[src/rtl/can_sleep_pkg.sv]
package can_sleep_pkg;
  localparam int unsigned DATA_W   = 8;
  localparam int unsigned BIT_HALT = 1;
  localparam int unsigned BIT_SLP  = 5;
  localparam int unsigned BIT_AWK  = 7;
  localparam logic [DATA_W-1:0] RSVD_MASK = 8'h18;
  localparam logic [DATA_W-1:0] MODE_MASK = 8'h22;

  localparam int unsigned MCR_ADDR = 0;
  localparam int unsigned OPEN_N   = 4;
  // mode control, general status, interrupt request, interrupt mask
  localparam int unsigned OPEN_ADDR [OPEN_N] = '{0, 1, 2, 3};
endpackage

[src/rtl/can_sleep_mode.sv]
module can_sleep_mode
  import can_sleep_pkg::*;
(
  input  logic              clk_i,
  input  logic              rst_ni,
  input  logic              wr_i,
  input  logic [DATA_W-1:0] wdata_i,
  input  logic              bus_bit_i,
  input  logic              bit_tick_i,
  output logic [DATA_W-1:0] mcr_o,
  output logic              exit_o,
  output logic              illegal_o
);
  logic [DATA_W-1:0] mcr_q, mcr_d;
  logic              ill_q, ill_d;
  logic              asleep, halted;

  assign asleep = mcr_q[BIT_SLP];
  assign halted = mcr_q[BIT_HALT];

  always_comb begin
    mcr_d = mcr_q;
    ill_d = ill_q;
    if (wr_i) begin
      mcr_d = (wdata_i & ~RSVD_MASK & ~MODE_MASK) | (mcr_q & MODE_MASK);
      if (asleep) begin
        if (!wdata_i[BIT_SLP]) mcr_d[BIT_SLP] = 1'b0;
      end else if (wdata_i[BIT_SLP]) begin
        if (halted && !wdata_i[BIT_HALT]) begin
          mcr_d[BIT_SLP]  = 1'b1;
          mcr_d[BIT_HALT] = 1'b0;
        end else begin
          ill_d = 1'b1;
        end
      end else begin
        mcr_d[BIT_HALT] = wdata_i[BIT_HALT];
      end
    end
    // bus wake-up overrides any host write in the same cycle
    if (asleep && mcr_q[BIT_AWK] && bit_tick_i && !bus_bit_i) mcr_d[BIT_SLP] = 1'b0;
  end

  always_ff @(posedge clk_i or negedge rst_ni) begin
    if (!rst_ni) begin
      mcr_q <= '0;
      ill_q <= 1'b0;
    end else begin
      mcr_q <= mcr_d;
      ill_q <= ill_d;
    end
  end

  assign mcr_o     = mcr_q;
  assign exit_o    = asleep && !mcr_d[BIT_SLP];
  assign illegal_o = ill_q;
endmodule

[src/rtl/can_sleep_resync.sv]
module can_sleep_resync #(
  parameter int unsigned SYNC_BITS = 11
) (
  input  logic clk_i,
  input  logic rst_ni,
  input  logic start_i,
  input  logic bus_bit_i,
  input  logic bit_tick_i,
  output logic busy_o
);
  localparam int unsigned CW = $clog2(SYNC_BITS + 1);
  localparam logic [CW-1:0] LAST = CW'(SYNC_BITS - 1);

  logic [CW-1:0] cnt_q;
  logic          pend_q;

  always_ff @(posedge clk_i or negedge rst_ni) begin
    if (!rst_ni) begin
      pend_q <= 1'b0;
      cnt_q  <= '0;
    end else if (start_i) begin
      pend_q <= 1'b1;
      cnt_q  <= '0;
    end else if (pend_q && bit_tick_i) begin
      if (!bus_bit_i) begin
        cnt_q <= '0;
      end else if (cnt_q == LAST) begin
        pend_q <= 1'b0;
        cnt_q  <= '0;
      end else begin
        cnt_q <= cnt_q + 1'b1;
      end
    end
  end

  assign busy_o = pend_q;
endmodule

[src/rtl/can_sleep_access.sv]
module can_sleep_access
  import can_sleep_pkg::*;
#(
  parameter int unsigned ADDR_W = 4
) (
  input  logic              asleep_i,
  input  logic              req_i,
  input  logic              we_i,
  input  logic [ADDR_W-1:0] addr_i,
  input  logic [DATA_W-1:0] mcr_i,
  input  logic [DATA_W-1:0] ext_rdata_i,
  output logic [DATA_W-1:0] rdata_o,
  output logic              ok_o,
  output logic              mcr_wr_o,
  output logic              ext_we_o
);
  logic [OPEN_N-1:0] hit;
  logic              is_mcr, allowed;

  for (genvar g = 0; g < OPEN_N; g++) begin : g_open
    assign hit[g] = (addr_i == ADDR_W'(OPEN_ADDR[g]));
  end

  assign is_mcr   = (addr_i == ADDR_W'(MCR_ADDR));
  assign allowed  = !asleep_i || (|hit);
  assign ok_o     = req_i && allowed;
  assign mcr_wr_o = req_i && we_i && is_mcr;
  assign ext_we_o = req_i && we_i && allowed && !is_mcr;

  always_comb begin
    if (is_mcr)       rdata_o = mcr_i & ~RSVD_MASK;
    else if (allowed) rdata_o = ext_rdata_i;
    else              rdata_o = '0;
  end
endmodule

[src/rtl/can_sleep_ctrl.sv]
module can_sleep_ctrl
  import can_sleep_pkg::*;
#(
  parameter int unsigned ADDR_W    = 4,
  parameter int unsigned CNT_W     = 8,
  parameter int unsigned SYNC_BITS = 11
) (
  input  logic              clk_i,
  input  logic              rst_ni,
  input  logic              reg_req_i,
  input  logic              reg_we_i,
  input  logic [ADDR_W-1:0] reg_addr_i,
  input  logic [DATA_W-1:0] reg_wdata_i,
  output logic [DATA_W-1:0] reg_rdata_o,
  output logic              access_ok_o,
  input  logic [DATA_W-1:0] ext_rdata_i,
  output logic              ext_we_o,
  input  logic              bus_bit_i,
  input  logic              bit_tick_i,
  input  logic [CNT_W-1:0]  rec_i,
  input  logic [CNT_W-1:0]  tec_i,
  output logic [CNT_W-1:0]  rec_o,
  output logic [CNT_W-1:0]  tec_o,
  output logic              halt_o,
  output logic              sleep_o,
  output logic              bus_en_o,
  output logic              illegal_o
);
  logic [DATA_W-1:0] mcr;
  logic              mcr_wr, exit_s, resync_busy;
  logic [CNT_W-1:0]  rec_q, tec_q;

  can_sleep_mode u_mode (
    .clk_i      (clk_i),
    .rst_ni     (rst_ni),
    .wr_i       (mcr_wr),
    .wdata_i    (reg_wdata_i),
    .bus_bit_i  (bus_bit_i),
    .bit_tick_i (bit_tick_i),
    .mcr_o      (mcr),
    .exit_o     (exit_s),
    .illegal_o  (illegal_o)
  );

  can_sleep_resync #(.SYNC_BITS(SYNC_BITS)) u_resync (
    .clk_i      (clk_i),
    .rst_ni     (rst_ni),
    .start_i    (exit_s),
    .bus_bit_i  (bus_bit_i),
    .bit_tick_i (bit_tick_i),
    .busy_o     (resync_busy)
  );

  can_sleep_access #(.ADDR_W(ADDR_W)) u_access (
    .asleep_i    (mcr[BIT_SLP]),
    .req_i       (reg_req_i),
    .we_i        (reg_we_i),
    .addr_i      (reg_addr_i),
    .mcr_i       (mcr),
    .ext_rdata_i (ext_rdata_i),
    .rdata_o     (reg_rdata_o),
    .ok_o        (access_ok_o),
    .mcr_wr_o    (mcr_wr),
    .ext_we_o    (ext_we_o)
  );

  // error counters frozen while asleep
  always_ff @(posedge clk_i or negedge rst_ni) begin
    if (!rst_ni) begin
      rec_q <= '0;
      tec_q <= '0;
    end else if (!mcr[BIT_SLP]) begin
      rec_q <= rec_i;
      tec_q <= tec_i;
    end
  end

  assign rec_o    = rec_q;
  assign tec_o    = tec_q;
  assign halt_o   = mcr[BIT_HALT];
  assign sleep_o  = mcr[BIT_SLP];
  assign bus_en_o = !mcr[BIT_SLP] && !mcr[BIT_HALT] && !resync_busy;
endmodule

[config.mk]
export PLATFORM = sky130hd
export DESIGN_NAME = can_sleep_ctrl
export DESIGN_NICKNAME = d
export VERILOG_FILES = /design/src/rtl/can_sleep_pkg.sv /design/src/rtl/can_sleep_mode.sv /design/src/rtl/can_sleep_resync.sv /design/src/rtl/can_sleep_access.sv /design/src/rtl/can_sleep_ctrl.sv
export SDC_FILE = /design/constraint.sdc
export NUM_CORES = 1
export LEC_CHECK = 0
export ABC_AREA = 0
export BUFFER_PORTS_ARGS = -buffer_cell sky130_fd_sc_hd__clkbuf_2
export CORE_UTILIZATION = 40
export DETAILED_ROUTE_END_ITERATION = 8
export PLACE_DENSITY = 0.75
export SLEW_MARGIN = 20
export SYNTH_ARGS = -nofsm -noshare
export SYNTH_HDL_FRONTEND = slang
export SYNTH_SLANG_ARGS = --single-unit
[constraint.sdc]
create_clock -name clk_i -period 1.38 [get_ports clk_i]
set_input_delay 0.138 -clock clk_i [delete_from_list [all_inputs] [get_ports clk_i]]
set_output_delay 0.138 -clock clk_i [all_outputs]
set_load 0.02 [all_outputs]
* After elaboration in Yosys (flattened, before gate mapping) *
Cells that the tools add are included.

word-level totals
  flip-flop bits (word level) = 30
  bits of input ports = 42
  output and inout bits = 30

operators by class
  add/sub/neg operators = 1
  eq/ne operators = 4
  mux-type cells = 19
  bitwise operators = 3
  reduce and logical (&&, ||, !) cells = 28

operators by type and width
  cell                                            count
  2-to-1 mux 4 bit                                4
  2-to-1 mux 8 bit                                2
  logical AND 1 bit                               13
  2-to-1 mux 1 bit                                12
  == test 4 x 2 -> 1 bit (second input constant)  2
  OR 8 x 6 -> 8 bit                               1
  zero test 1 bit                                 7
  2-to-1 mux 6 bit                                1
  nonzero test 2 bit                              3
  adder 4 x 1 -> 4 bit (second input constant)    1
  == test 4 x 1 -> 1 bit (second input constant)  1
  == test 4 bit (second input constant)           1
  zero test 4 bit                                 1
  AND reduction 4 bit                             1
  OR reduction 4 bit                              1
  AND reduction 3 bit                             1
  inverter 1 bit                                  2
  logical OR 1 bit                                1

* Depth between registers and ports, before layout *
  depth after elaboration = 11
  depth in mapped cells = 5

* Cells and area by module *
Synthesis repeated with hierarchy kept, for this count alone.

unflattened totals
  cell total of the unflattened synthesis = 105
  area total of the unflattened synthesis = 1401.3 um^2

by module, submodules not included
  module            instances  cells each  area each (um^2)  seq. area each (um^2)
  can_sleep_ctrl    1          35          650.6             400.4
  can_sleep_mode    1          25          332.8             175.2
  can_sleep_resync  1          30          290.3             125.1
  can_sleep_access  1          15          127.6             0.0

* Worst setup path before layout *
OpenSTA, ideal clock, no wires.

  path kind = reg2out
  from = register u_mode.mcr_q[5] (netlist: u_mode.mcr_o[5])
  to = output reg_rdata_o[5]
  arrival = 1498 ps
  required time = 1242 ps
  slack = -256 ps
  cell stages (with the launch flop) = 5
  cells stage by stage = dfrtp_1 clkbuf_1 buf_1 nand2_1 a21oi_1

on the way
  word-level cells in the longest chain between the ends = 4

ends and longest elaborated chain
  what                    RTL line                text
  from (decl)             can_sleep_mode.sv:14    logic [DATA_W-1:0] mcr_q, mcr_d;
  from (signal assigned)  can_sleep_mode.sv:48    mcr_q <= mcr_d;
  zero test 1 bit         can_sleep_access.sv:25  assign allowed = !asleep_i || (|hit);
  logical OR 1 bit        can_sleep_access.sv:25
  2-to-1 mux 8 bit        can_sleep_access.sv:32  else if (allowed) rdata_o = ext_rdata_i;
  2-to-1 mux 8 bit *      can_sleep_access.sv:31  if (is_mcr) rdata_o = mcr_i & ~RSVD_MASK;
  to (decl)               can_sleep_ctrl.sv:14    output logic [DATA_W-1:0] reg_rdata_o,

Every way passes the cells marked *; elsewhere a longest branch is shown, timed or not.

* Final worst setup path *
Ends and elaborated chain as after synthesis.

==> flow_summary.ini <==
[detailed_routing]
drt-initial-drc-count = 44
drt_wl_total_um = 3490
drc = 0
via_count = 1275
firstDrtPassIters = 4
detail_route.wl_per_cell_um = 14.0
postRouteAntennaNets = 0
routed_via_density = 5.12

[synthesis]
ys_ff_latch = 28
synth_top_area_share_pct = 51.0
async_reset_ff_share_pct = 100
yosysMostFrequentCell = dfrtp_1
ys.flop_type = dfrtp_1
synthCells = 119
synthesis.nets = 163
synth-warning-count = 0
syn-cell-area_um2 = 1370
synth_area_per_cell_um2 = 11.5
synth-edff-count = 0
synthTopCellsByArea = dfrtp_1, mux2_2, nand2_1, a21oi_1, nand3_1
synth_top_cells_by_count = dfrtp_1, mux2_2, nand2_1
synth_cell_types = 32
synth_area_leader_cell = dfrtp_1
seq_area_frac_synth_pct = 51.0

[setup_path]
cp-start-kind = flop
crit_slowest_cell = dfrtp_2
worstPathMaxFanout = 4
r2r-end = u_resync.cnt_q[3]$_DFFE_PN0P_
crit_buf_inv = 3
worst-r2r-cell-count = 3
cpMostUsedCell = buf_4
cp_cell_sequence = buf_4 > buf_6 > nand2_2 > a21oi_2 > buf_4
max_stage_delay_ns = 0.47
reg2reg_slack_ns = 0.05
worst_ep_required_time_ns = 1.24
arrival_ns = 1.29
regToRegStartpoint = u_resync.busy_o$_DFFE_PN0P_
critical_path_class = flop to output pin
critical_path.endpoint_type = output pin
cp_top_family = flip-flops

[placed_design]
dpl_cell_area_um2 = 1870
dp_hpwl_um = 2740
io_buffers = 69
gp_congestion = 0.802

[final_layout]
layout.nets = 250
seq_area_um2 = 703
final_core_util_pct = 63.8
n_fill_cell = 280
syn_to_final_growth_pct = 46.6
fin_area_um2 = 2010
antenna_cells = 0
drive_above_1_share_pct = 61.5
multi_input_comb_area_um2 = 672

[clock_network]
cts_root_buffer = clkbuf_4
h-tree-depth = 1
clk_pin_slew_ns = 0.15
cts_made_buffers = 3
clkLatencyLatePin_ns = 0.31
cts_tree = built
cts_max_path_buffers = 2
cts_sinks = 28

[hold_path]
whs_endpoint = rec_o[2]$_DFFE_PN0N_
hp-start = rec_i[2]
hold_class = primary input to flop
whs_path_depth = 2

[global_route]
grt_pass1_wl_um = 5510
grt_remaining_overflow = 0
antenna_found_initial = 0
grt_max_degree = 29
grt_pass1_vias = 1319
track_usage_pct = 20.1

[die]
ios = 72
die-area_um2 = 3670
rows = 20
coreArea_um2 = 3150
fp.dieH_um = 60.6
die_x_um = 60.6
start_util_pct = 43.5

[timing]
slew-limit-headroom_pct = 55.5
fin_crit_sh_pct = 103
max_freq_mhz = 701
finalSetupViolations = 5
fin_crit_ns = 1.43
rsz0062_at_grt = true
final-hold-violation-count = 0
tns_ns = -0.135
clock_skew_ns = 0.00232
tightest_slew_ns = 0.668
hold_ws_ns = 0.0397
slew_violations = 0
setup_ws_ns = -0.0465

[power]
vdd_drop_max_uv = 671
leakagePower_nw = 0.967
p_per_area_nw_per_um2 = 1050

[job]
drv_cap = 0

[run_status]
violations = setup timing
status = finished with violations
## cell usage in the layout, fill, tap and decap left out, types with 2 or more instances in the layout
cell type  synthesis  final
nand3b_1           2      2
ha_1               2      2
mux2_2            20     20
a21oi_1           10      9
o21ai_1            0      2
nand2_1           15     14
clkbuf_2           0     58
and3_1             3      2
dfrtp_1           28     26
clkbuf_4           0      5
buf_6              1      4
inv_1              3      3
nand3_1            7      7
nor3_1             4      2
nand2b_1           2      2
nand4b_1           2      2
buf_4              0     21
dfrtp_2            0      2
## state kept, by name, indices dropped and copies added, names as in the netlist, named ones only
signal and cells:
u_mode.illegal_o 1, u_resync.cnt_q 4, tec_o 8, u_mode.mcr_o 5
u_resync.busy_o 1, rec_o 8
## cell type report
type                    instances  share of cell area (%)
clock buffers                   3                    1.12
clock inverters                 1                    1.49
inverters                       3                   0.560
multi-input cells              84                    33.4
flip-flops and latches         28                    35.0
well taps                      44                    2.74
repair buffers                 86                    25.7
## worst register-to-register path, cell delays in order, from the launching register on
cell     delay, ns
dfrtp_2       0.44
and3_4        0.22
or3b_2        0.45
a31oi_1       0.17
## metal layers
| metal | wire (µm) | vias to the layer above | GRT usage, % | share of wire (%) |
|---|---|---|---|---|
| met5 | 0 | - | 0 | 0 |
| met4 | 36 | 0 | 6.17 | 1.0 |
| met3 | 103 | 4 | 2.77 | 3.0 |
| met2 | 1980 | 35 | 39.2 | 57 |
| met1 | 1370 | 626 | 22.5 | 39 |
| li1 | - | 610 | - | - |
## worst max-delay path by stage
| stage | startpoint | cells after the start | end |
|---|---|---|---|
| 4_1_cts | u_mode.mcr_o[5]$_DFF_PN0_ | 3 | ext_we_o |
| 3_3_place_gp | reg_addr_i[0] | 4 | u_mode.mcr_o[2]$_DFFE_PN0N_ |
| 6_report | u_mode.mcr_o[5]$_DFF_PN0_ | 5 | reg_rdata_o[5] |
| 5_1_grt | u_mode.mcr_o[5]$_DFF_PN0_ | 3 | ext_we_o |
| 3_5_place_dp | reg_addr_i[0] | 4 | u_mode.mcr_o[7]$_DFFE_PN0N_ |
| 2_1_floorplan | reg_addr_i[0] | 3 | u_mode.mcr_o[0]$_DFFE_PN0N_ |
## logic make-up after synthesis
group / count (synthesis) / share of synthesized area (%)
adder cells (fa/ha/maj): 2 / 1.82
flip-flops: 28 / 51.0
buffers and inverters: 7 / 2.55
AND/OR/NAND/NOR: 42 / 18.7
multiplexers: 20 / 16.4
AO/OA/AOI/OAI: 20 / 9.48
## repair_timing
item                                    CTS  global route
endpoints found under the setup margin   11            17
resized for setup                        15            19
pin swaps                                 2             2
hold endpoints to repair                 28             0
hold buffers                              1             0
buffers inserted                          4             3
## stage by stage
step                      cells  setup WS, ns  power, mW
final                       249       -0.0465       2.11
after global routing        249        -0.108       2.23
after CTS                   247       -0.0433       2.09
after detailed placement    240        -0.152       1.54
after global placement      240       -0.0949       1.51
after floorplan             119        0.0263       1.29
## where the power goes
| group | internal (mW) | switching, mW | leakage [nW] |
|---|---|---|---|
| registers | 0.914 | 0.0734 | 0.343 |
| logic | 0.295 | 0.306 | 0.596 |
| clock network | 0.293 | 0.233 | 0.0279 |
| total | 1.50 | 0.612 | 0.967 |
(Power assumes the default switching activity.)
